**src/rtl/ht_rop_pkg.sv**
```systemverilog
// Shared widths and pattern-mode encoding for the halftone/logic-op unit.
package ht_rop_pkg;
    localparam int WORD_W = 16;
    localparam int ROW_W  = 4;

    typedef enum logic [1:0] {
        HM_ONES    = 2'd0,
        HM_PATTERN = 2'd1,
        HM_SOURCE  = 2'd2,
        HM_SRC_AND = 2'd3
    } hmode_e;
endpackage

```
**src/rtl/ht_pattern_ram.sv**
```systemverilog
// Halftone pattern store: ROWS registers of DW bits, one synchronous write
// port and two combinational read ports (software read-back, datapath).
// Assumes addresses are in range; ROWS is a power of two.
module ht_pattern_ram #(
    parameter int DW   = 16,
    parameter int ROWS = 16,
    localparam int AW  = $clog2(ROWS)
) (
    input  logic          clk,
    input  logic          rst_n,
    input  logic          we,
    input  logic [AW-1:0] waddr,
    input  logic [DW-1:0] wdata,
    input  logic [AW-1:0] raddr_a,
    output logic [DW-1:0] rdata_a,
    input  logic [AW-1:0] raddr_b,
    output logic [DW-1:0] rdata_b
);
    logic [DW-1:0] rows [ROWS];

    for (genvar g = 0; g < ROWS; g++) begin : g_row
        // Each row captures write data when addressed; clears on reset.
        always_ff @(posedge clk) begin
            if (!rst_n)
                rows[g] <= '0;
            else if (we && waddr == AW'(g))
                rows[g] <= wdata;
        end
    end

    // Read ports are plain multiplexers.
    assign rdata_a = rows[raddr_a];
    assign rdata_b = rows[raddr_b];
endmodule

```
**src/rtl/ht_line_counter.sv**
```systemverilog
// Modulo-2^W line counter: load has priority, step moves up or down by one.
// Assumes load and step are single-cycle pulses from the engine.
module ht_line_counter #(
    parameter int W = 4
) (
    input  logic         clk,
    input  logic         rst_n,
    input  logic         load,
    input  logic [W-1:0] init,
    input  logic         step,
    input  logic         down,
    output logic [W-1:0] count
);
    // Counter register update.
    always_ff @(posedge clk) begin
        if (!rst_n)
            count <= '0;
        else if (load)
            count <= init;
        else if (step)
            count <= down ? count - W'(1) : count + W'(1);
    end
endmodule

```
**src/rtl/ht_rop_core.sv**
```systemverilog
// Combinational datapath: pattern stage, 16-function logic stage and
// edge-mask merge, plus the destination-needed decision.
// Assumes hrow is already the row selected for this word.
module ht_rop_core
    import ht_rop_pkg::*;
#(
    parameter int DW = 16
) (
    input  logic [1:0]    hmode,
    input  logic [3:0]    lop,
    input  logic [DW-1:0] src,
    input  logic [DW-1:0] hrow,
    input  logic [DW-1:0] dst,
    input  logic [DW-1:0] mask,
    input  logic          final_flag,
    output logic [DW-1:0] result,
    output logic          need_dst
);
    logic [DW-1:0] h_word;
    logic [DW-1:0] op_word;
    logic          uses_d;
    logic          merge;

    // Pattern stage selection.
    always_comb begin
        unique case (hmode_e'(hmode))
            HM_ONES:    h_word = '1;
            HM_PATTERN: h_word = hrow;
            HM_SOURCE:  h_word = src;
            default:    h_word = src & hrow;
        endcase
    end

    // Per-bit truth-table lookup with index {~H,~D}.
    for (genvar b = 0; b < DW; b++) begin : g_bit
        assign op_word[b] = lop[{~h_word[b], ~dst[b]}];
    end

    // Destination dependence and merge decision.
    always_comb begin
        uses_d   = (lop[0] ^ lop[1]) | (lop[2] ^ lop[3]);
        merge    = final_flag | (mask != '1);
        need_dst = uses_d | merge;
        result   = (op_word & mask) | (dst & ~mask);
    end
endmodule

```
**src/rtl/ht_rop_unit.sv**
```systemverilog
// Top of the halftone/logic-op unit: configuration registers, pattern
// store, line counter and datapath. Assumes the engine drives dst_word
// with valid read data whenever dst_needed is high.
module ht_rop_unit
    import ht_rop_pkg::*;
#(
    parameter int DW   = WORD_W,
    parameter int ROWS = 1 << ROW_W,
    localparam int AW  = $clog2(ROWS)
) (
    input  logic          clk,
    input  logic          rst_n,
    input  logic          pat_we,
    input  logic [AW-1:0] pat_waddr,
    input  logic [DW-1:0] pat_wdata,
    input  logic [AW-1:0] pat_raddr,
    output logic [DW-1:0] pat_rdata,
    input  logic          hmode_we,
    input  logic [7:0]    hmode_wdata,
    output logic [1:0]    hmode_q,
    input  logic          lop_we,
    input  logic [7:0]    lop_wdata,
    output logic [3:0]    lop_q,
    input  logic          smudge,
    input  logic          line_load,
    input  logic [AW-1:0] line_init,
    input  logic          line_step,
    input  logic          dy_neg,
    output logic [AW-1:0] line_q,
    input  logic [DW-1:0] src_word,
    input  logic [DW-1:0] dst_word,
    input  logic [DW-1:0] edge_mask,
    input  logic          no_final_read,
    output logic [DW-1:0] wr_word,
    output logic          dst_needed
);
    logic [AW-1:0] row_sel;
    logic [DW-1:0] row_word;

    // Mode and op registers keep only their meaningful low bits.
    always_ff @(posedge clk) begin
        if (!rst_n) begin
            hmode_q <= '0;
            lop_q   <= '0;
        end else begin
            if (hmode_we) hmode_q <= hmode_wdata[1:0];
            if (lop_we)   lop_q   <= lop_wdata[3:0];
        end
    end

    // Row selection: line counter, or source nibble in smudge mode.
    assign row_sel = smudge ? src_word[AW-1:0] : line_q;

    ht_pattern_ram #(.DW(DW), .ROWS(ROWS)) u_ram (
        .clk     (clk),
        .rst_n   (rst_n),
        .we      (pat_we),
        .waddr   (pat_waddr),
        .wdata   (pat_wdata),
        .raddr_a (pat_raddr),
        .rdata_a (pat_rdata),
        .raddr_b (row_sel),
        .rdata_b (row_word)
    );

    ht_line_counter #(.W(AW)) u_line (
        .clk   (clk),
        .rst_n (rst_n),
        .load  (line_load),
        .init  (line_init),
        .step  (line_step),
        .down  (dy_neg),
        .count (line_q)
    );

    ht_rop_core #(.DW(DW)) u_core (
        .hmode      (hmode_q),
        .lop        (lop_q),
        .src        (src_word),
        .hrow       (row_word),
        .dst        (dst_word),
        .mask       (edge_mask),
        .final_flag (no_final_read),
        .result     (wr_word),
        .need_dst   (dst_needed)
    );
endmodule

```
**config.mk**
```make
export PLATFORM = sky130hd
export DESIGN_NAME = ht_rop_unit
export DESIGN_NICKNAME = d
export VERILOG_FILES = /design/src/rtl/ht_rop_pkg.sv /design/src/rtl/ht_pattern_ram.sv /design/src/rtl/ht_line_counter.sv /design/src/rtl/ht_rop_core.sv /design/src/rtl/ht_rop_unit.sv
export SDC_FILE = /design/constraint.sdc
export NUM_CORES = 1
export LEC_CHECK = 0
export BUFFER_PORTS_ARGS = -buffer_cell sky130_fd_sc_hd__buf_2
export CELL_PAD_IN_SITES_DETAIL_PLACEMENT = 1
export CELL_PAD_IN_SITES_GLOBAL_PLACEMENT = 2
export CORE_ASPECT_RATIO = 1.4
export CORE_UTILIZATION = 40
export DETAILED_ROUTE_END_ITERATION = 12
export PLACE_DENSITY_LB_ADDON = 0.25
export SLEW_MARGIN = 20
export SYNTH_ARGS = -nofsm -noshare
export SYNTH_HDL_FRONTEND = slang
export SYNTH_SLANG_ARGS = --single-unit
```
**constraint.sdc**
```tcl
create_clock -name clk -period 5.2 [get_ports clk]
set_clock_uncertainty 0.15 [all_clocks]
set_input_delay 0.52 -clock clk [delete_from_list [all_inputs] [get_ports clk]]
set_output_delay 0.52 -clock clk [all_outputs]
set_load 0.1 [all_outputs]
```
==> results.sh <==
export IMPL_syn_avg_cell_area_um2=11.02
export IMPL_wl_per_cell_um=31.82
export IMPL_cts_tree="yes"
export IMPL_track_usage=0.3156
export IMPL_drc=0
export IMPL_cpPeakStageDelay_ns=0.85
export IMPL_synth_top_area_share=0.4322
export IMPL_layout_drive_gt1_share=0.2543
export IMPL_fmax_mhz=222.8
export IMPL_yosys_top_cells_area="edfxtp_1, mux4_2, and2_1"
export IMPL_cts_sink_count=266
export IMPL_end_kind="primary output"
export IMPL_ys_types=65
export IMPL_yosys_register_bits=266
export IMPL_place_worst_setup_slack_ns=1.026
export IMPL_synth_flop_cell="edfxtp_1"
export IMPL_clk_latency_ns=0.58
export IMPL_period_needed_ns=4.489
export IMPL_period_share=0.8633
export IMPL_slew_viol_final=0
export IMPL_hold_violations=0
export IMPL_seq_area_frac_synth=0.4434
export IMPL_viasPerCell=6.570
export IMPL_yosysMostFrequentCell="and2_1"
export IMPL_die_h_um=251.5
export IMPL_layout_setup_ws_ns=0.7110
export IMPL_relSlewSlack=0.2484
export IMPL_numCtsBuffers=28
export IMPL_synth_fp_nets=1719
export IMPL_async_flop_share=0
export IMPL_crit_type="flip-flop to primary output"
export IMPL_cts_root_buf="clkbuf_16"
export IMPL_ctsHtreeMaxLevel=1
export IMPL_post_cts_resized=0
export IMPL_status="finished clean"
export IMPL_grt_pass1_vias=15760
export IMPL_grt_max_degree=77
export IMPL_crit_required_ns=4.53
export IMPL_yosysWarnings=0
export IMPL_cts_hold_buf=0
export IMPL_place_gp_congestion=0.8128
export IMPL_tns_ns=0
export IMPL_post_cts_setup_buffers=0
export IMPL_clock_path_buffers=3
export IMPL_synth_edf_count=256
export IMPL_synth_largest_area_cell="edfxtp_1"
export IMPL_hold_path_class="primary input to flip-flop"
export IMPL_ir_drop_v=0.0002435
export IMPL_finalNetCount=1778
export IMPL_cp_slowest_cell="dfxtp_4"
export IMPL_initial_core_util=0.4047
export IMPL_drt_initial_drc_count=1558
export IMPL_postRouteAntennaNets=0
export IMPL_critPathMostFrequentCell="nand3_1"
export IMPL_grt_pass1_wl_um=103500
export IMPL_cp_cell_sequence="buf_4, a211oi_1, a21oi_1, o221ai_1, o2bb2ai_1, a2111oi_2, nand3_1, nand3_1, buf_12"
export IMPL_wl_um=71780
export IMPL_clk_pin_slew_worst_paths_ns=0.06
export IMPL_fp_dieArea_mm2=0.04533
export IMPL_die_w_um=180.2
export IMPL_drtPass1Iterations=5
export IMPL_area_growth_pct=14.44
export IMPL_setup_viol=0
export IMPL_syn_area_mm2=0.01779
export IMPL_rows=91
export IMPL_coreArea_mm2=0.04395
export IMPL_synthCells=1614
export IMPL_pin_count=145
export IMPL_maxCapViolCount=0
export IMPL_portBuffers=134
export IMPL_start_kind="flip-flop"
export IMPL_cellPowerDensity_mw_per_mm2=301.1
export IMPL_antenna_found_initial=13
export IMPL_place_detailed_hpwl_um=45530
export IMPL_rsz0062_at_grt="no"
export IMPL_grt_ovfl_total=0
export IMPL_critical_path_max_fanout=49
export IMPL_num_vias=14820
export IMPL_worst_pin_slew_ns=1.123
export IMPL_p_leak_nw=7.096
export IMPL_arrival_ns=3.82
export IMPL_ys_top_cells_by_count="and2_1, edfxtp_1, nand2_1"
per-stage QoR:
step	util	cells	instance area, um2	total power [mW]	hold WS [ns]
final	0.4632	2256	20360	6.129	0.05003
after floorplan	-	1614	17790	3.509	0.5327
after global routing	0.4630	2253	20350	6.276	0.06815
after CTS	0.4629	2253	20340	6.134	0.03780
after detailed placement	0.4407	2201	19370	3.992	0.5958
after global placement	0.4404	2201	19360	3.958	0.5661
report_power, final:
part,internal [mW],total [mW],leakage (nW),switching [mW]
logic,0.446,1.36,4.08,0.916
clock network,1.28,2.17,0.482,0.886
registers,2.48,2.60,2.54,0.118
total,4.21,6.13,7.10,1.92
path summary, 6_finish.rpt:
path	start	to	slack [ns]	cells past startpoint
worst min register to register	hmode_q[0]	hmode_q[0]	0.61	2
worst min-delay path	line_init[1]	u_line.count[1]	0.05	3
worst max-delay path	u_line.count[1]	wr_word[4]	0.71	9
worst max register to register	u_line.count[1]	u_line.count[2]	2.61	7
sequential cells by signal, indices dropped and copies added, names as in the netlist:
name,count
u_line.count,4
hmode_q,2
lop_q,4
u_ram.rows,256
layout by cell type (no fill, tap or decap), types with 7 or more instances in the layout:
master / instances
clkbuf_16: 28
clkinv_2: 7
o32ai_1: 8
o21ai_2: 7
nand2_1: 109
a221oi_1: 21
mux2_2: 48
a221oi_2: 11
a211o_1: 15
buf_4: 49
mux4_2: 80
buf_2: 117
dfxtp_1: 8
nand3_1: 34
buf_12: 22
nor3_1: 19
a21o_1: 16
a211oi_1: 93
nand2b_1: 30
o21ai_0: 38
o21ai_4: 11
nor2_1: 29
nor2_2: 13
nand3b_1: 21
a31oi_1: 23
a21boi_0: 70
and2_1: 266
a21oi_1: 82
edfxtp_1: 256
nor2b_1: 9
mux2i_1: 13
a41o_1: 7
a22o_1: 9
inv_1: 18
per-layer routing:
| layer | vias to the layer above | global-route usage | share of wire |
|---|---|---|---|
| met5 | - | 0 | 0.00082 |
| met4 | 10 | 0.1697 | 0.053 |
| met3 | 223 | 0.04850 | 0.072 |
| met2 | 720 | 0.5615 | 0.50 |
| met1 | 7587 | 0.3645 | 0.37 |
| li1 | 6283 | - | - |
critical path, delay by kind of cell (launching register included):
| kind | cells | cell delay (ns) |
|---|---|---|
| AOI/OAI and AO/OA | 5 | 1.42 |
| DFF | 1 | 0.85 |
| buffers and inverters | 2 | 0.59 |
| and+or+nand+nor | 2 | 0.34 |
kinds of logic (layout without fill, tap and decap cells):
| family | count (synthesis) | in the layout | share of synthesized area |
|---|---|---|---|
| AND/OR/NAND/NOR | 554 | 554 | 0.1738 |
| AO/OA/AOI/OAI | 462 | 462 | 0.1922 |
| flip-flops | 266 | 266 | 0.4434 |
| buffers and inverters | 181 | 262 | 0.04488 |
| multiplexers | 142 | 142 | 0.1403 |
| XOR/XNOR | 6 | 6 | 0.002954 |
| adder cells (fa/ha/maj) | 3 | 3 | 0.002532 |
| other | 0 | 3 | 0 |
layout make-up:
cell class	instances	area [um2]
Antenna cell	3	7.507
Clock inverter	15	212.7
Fill cell	4681	23590
Timing Repair Buffer	188	1394
Clock buffer	37	764.5
Tap cell	558	698.2
Multi-Input combinational cell	1167	9304
Sequential cell	266	7893
Inverter	22	83.83
Note: power is estimated with default switching activity, not from simulation.
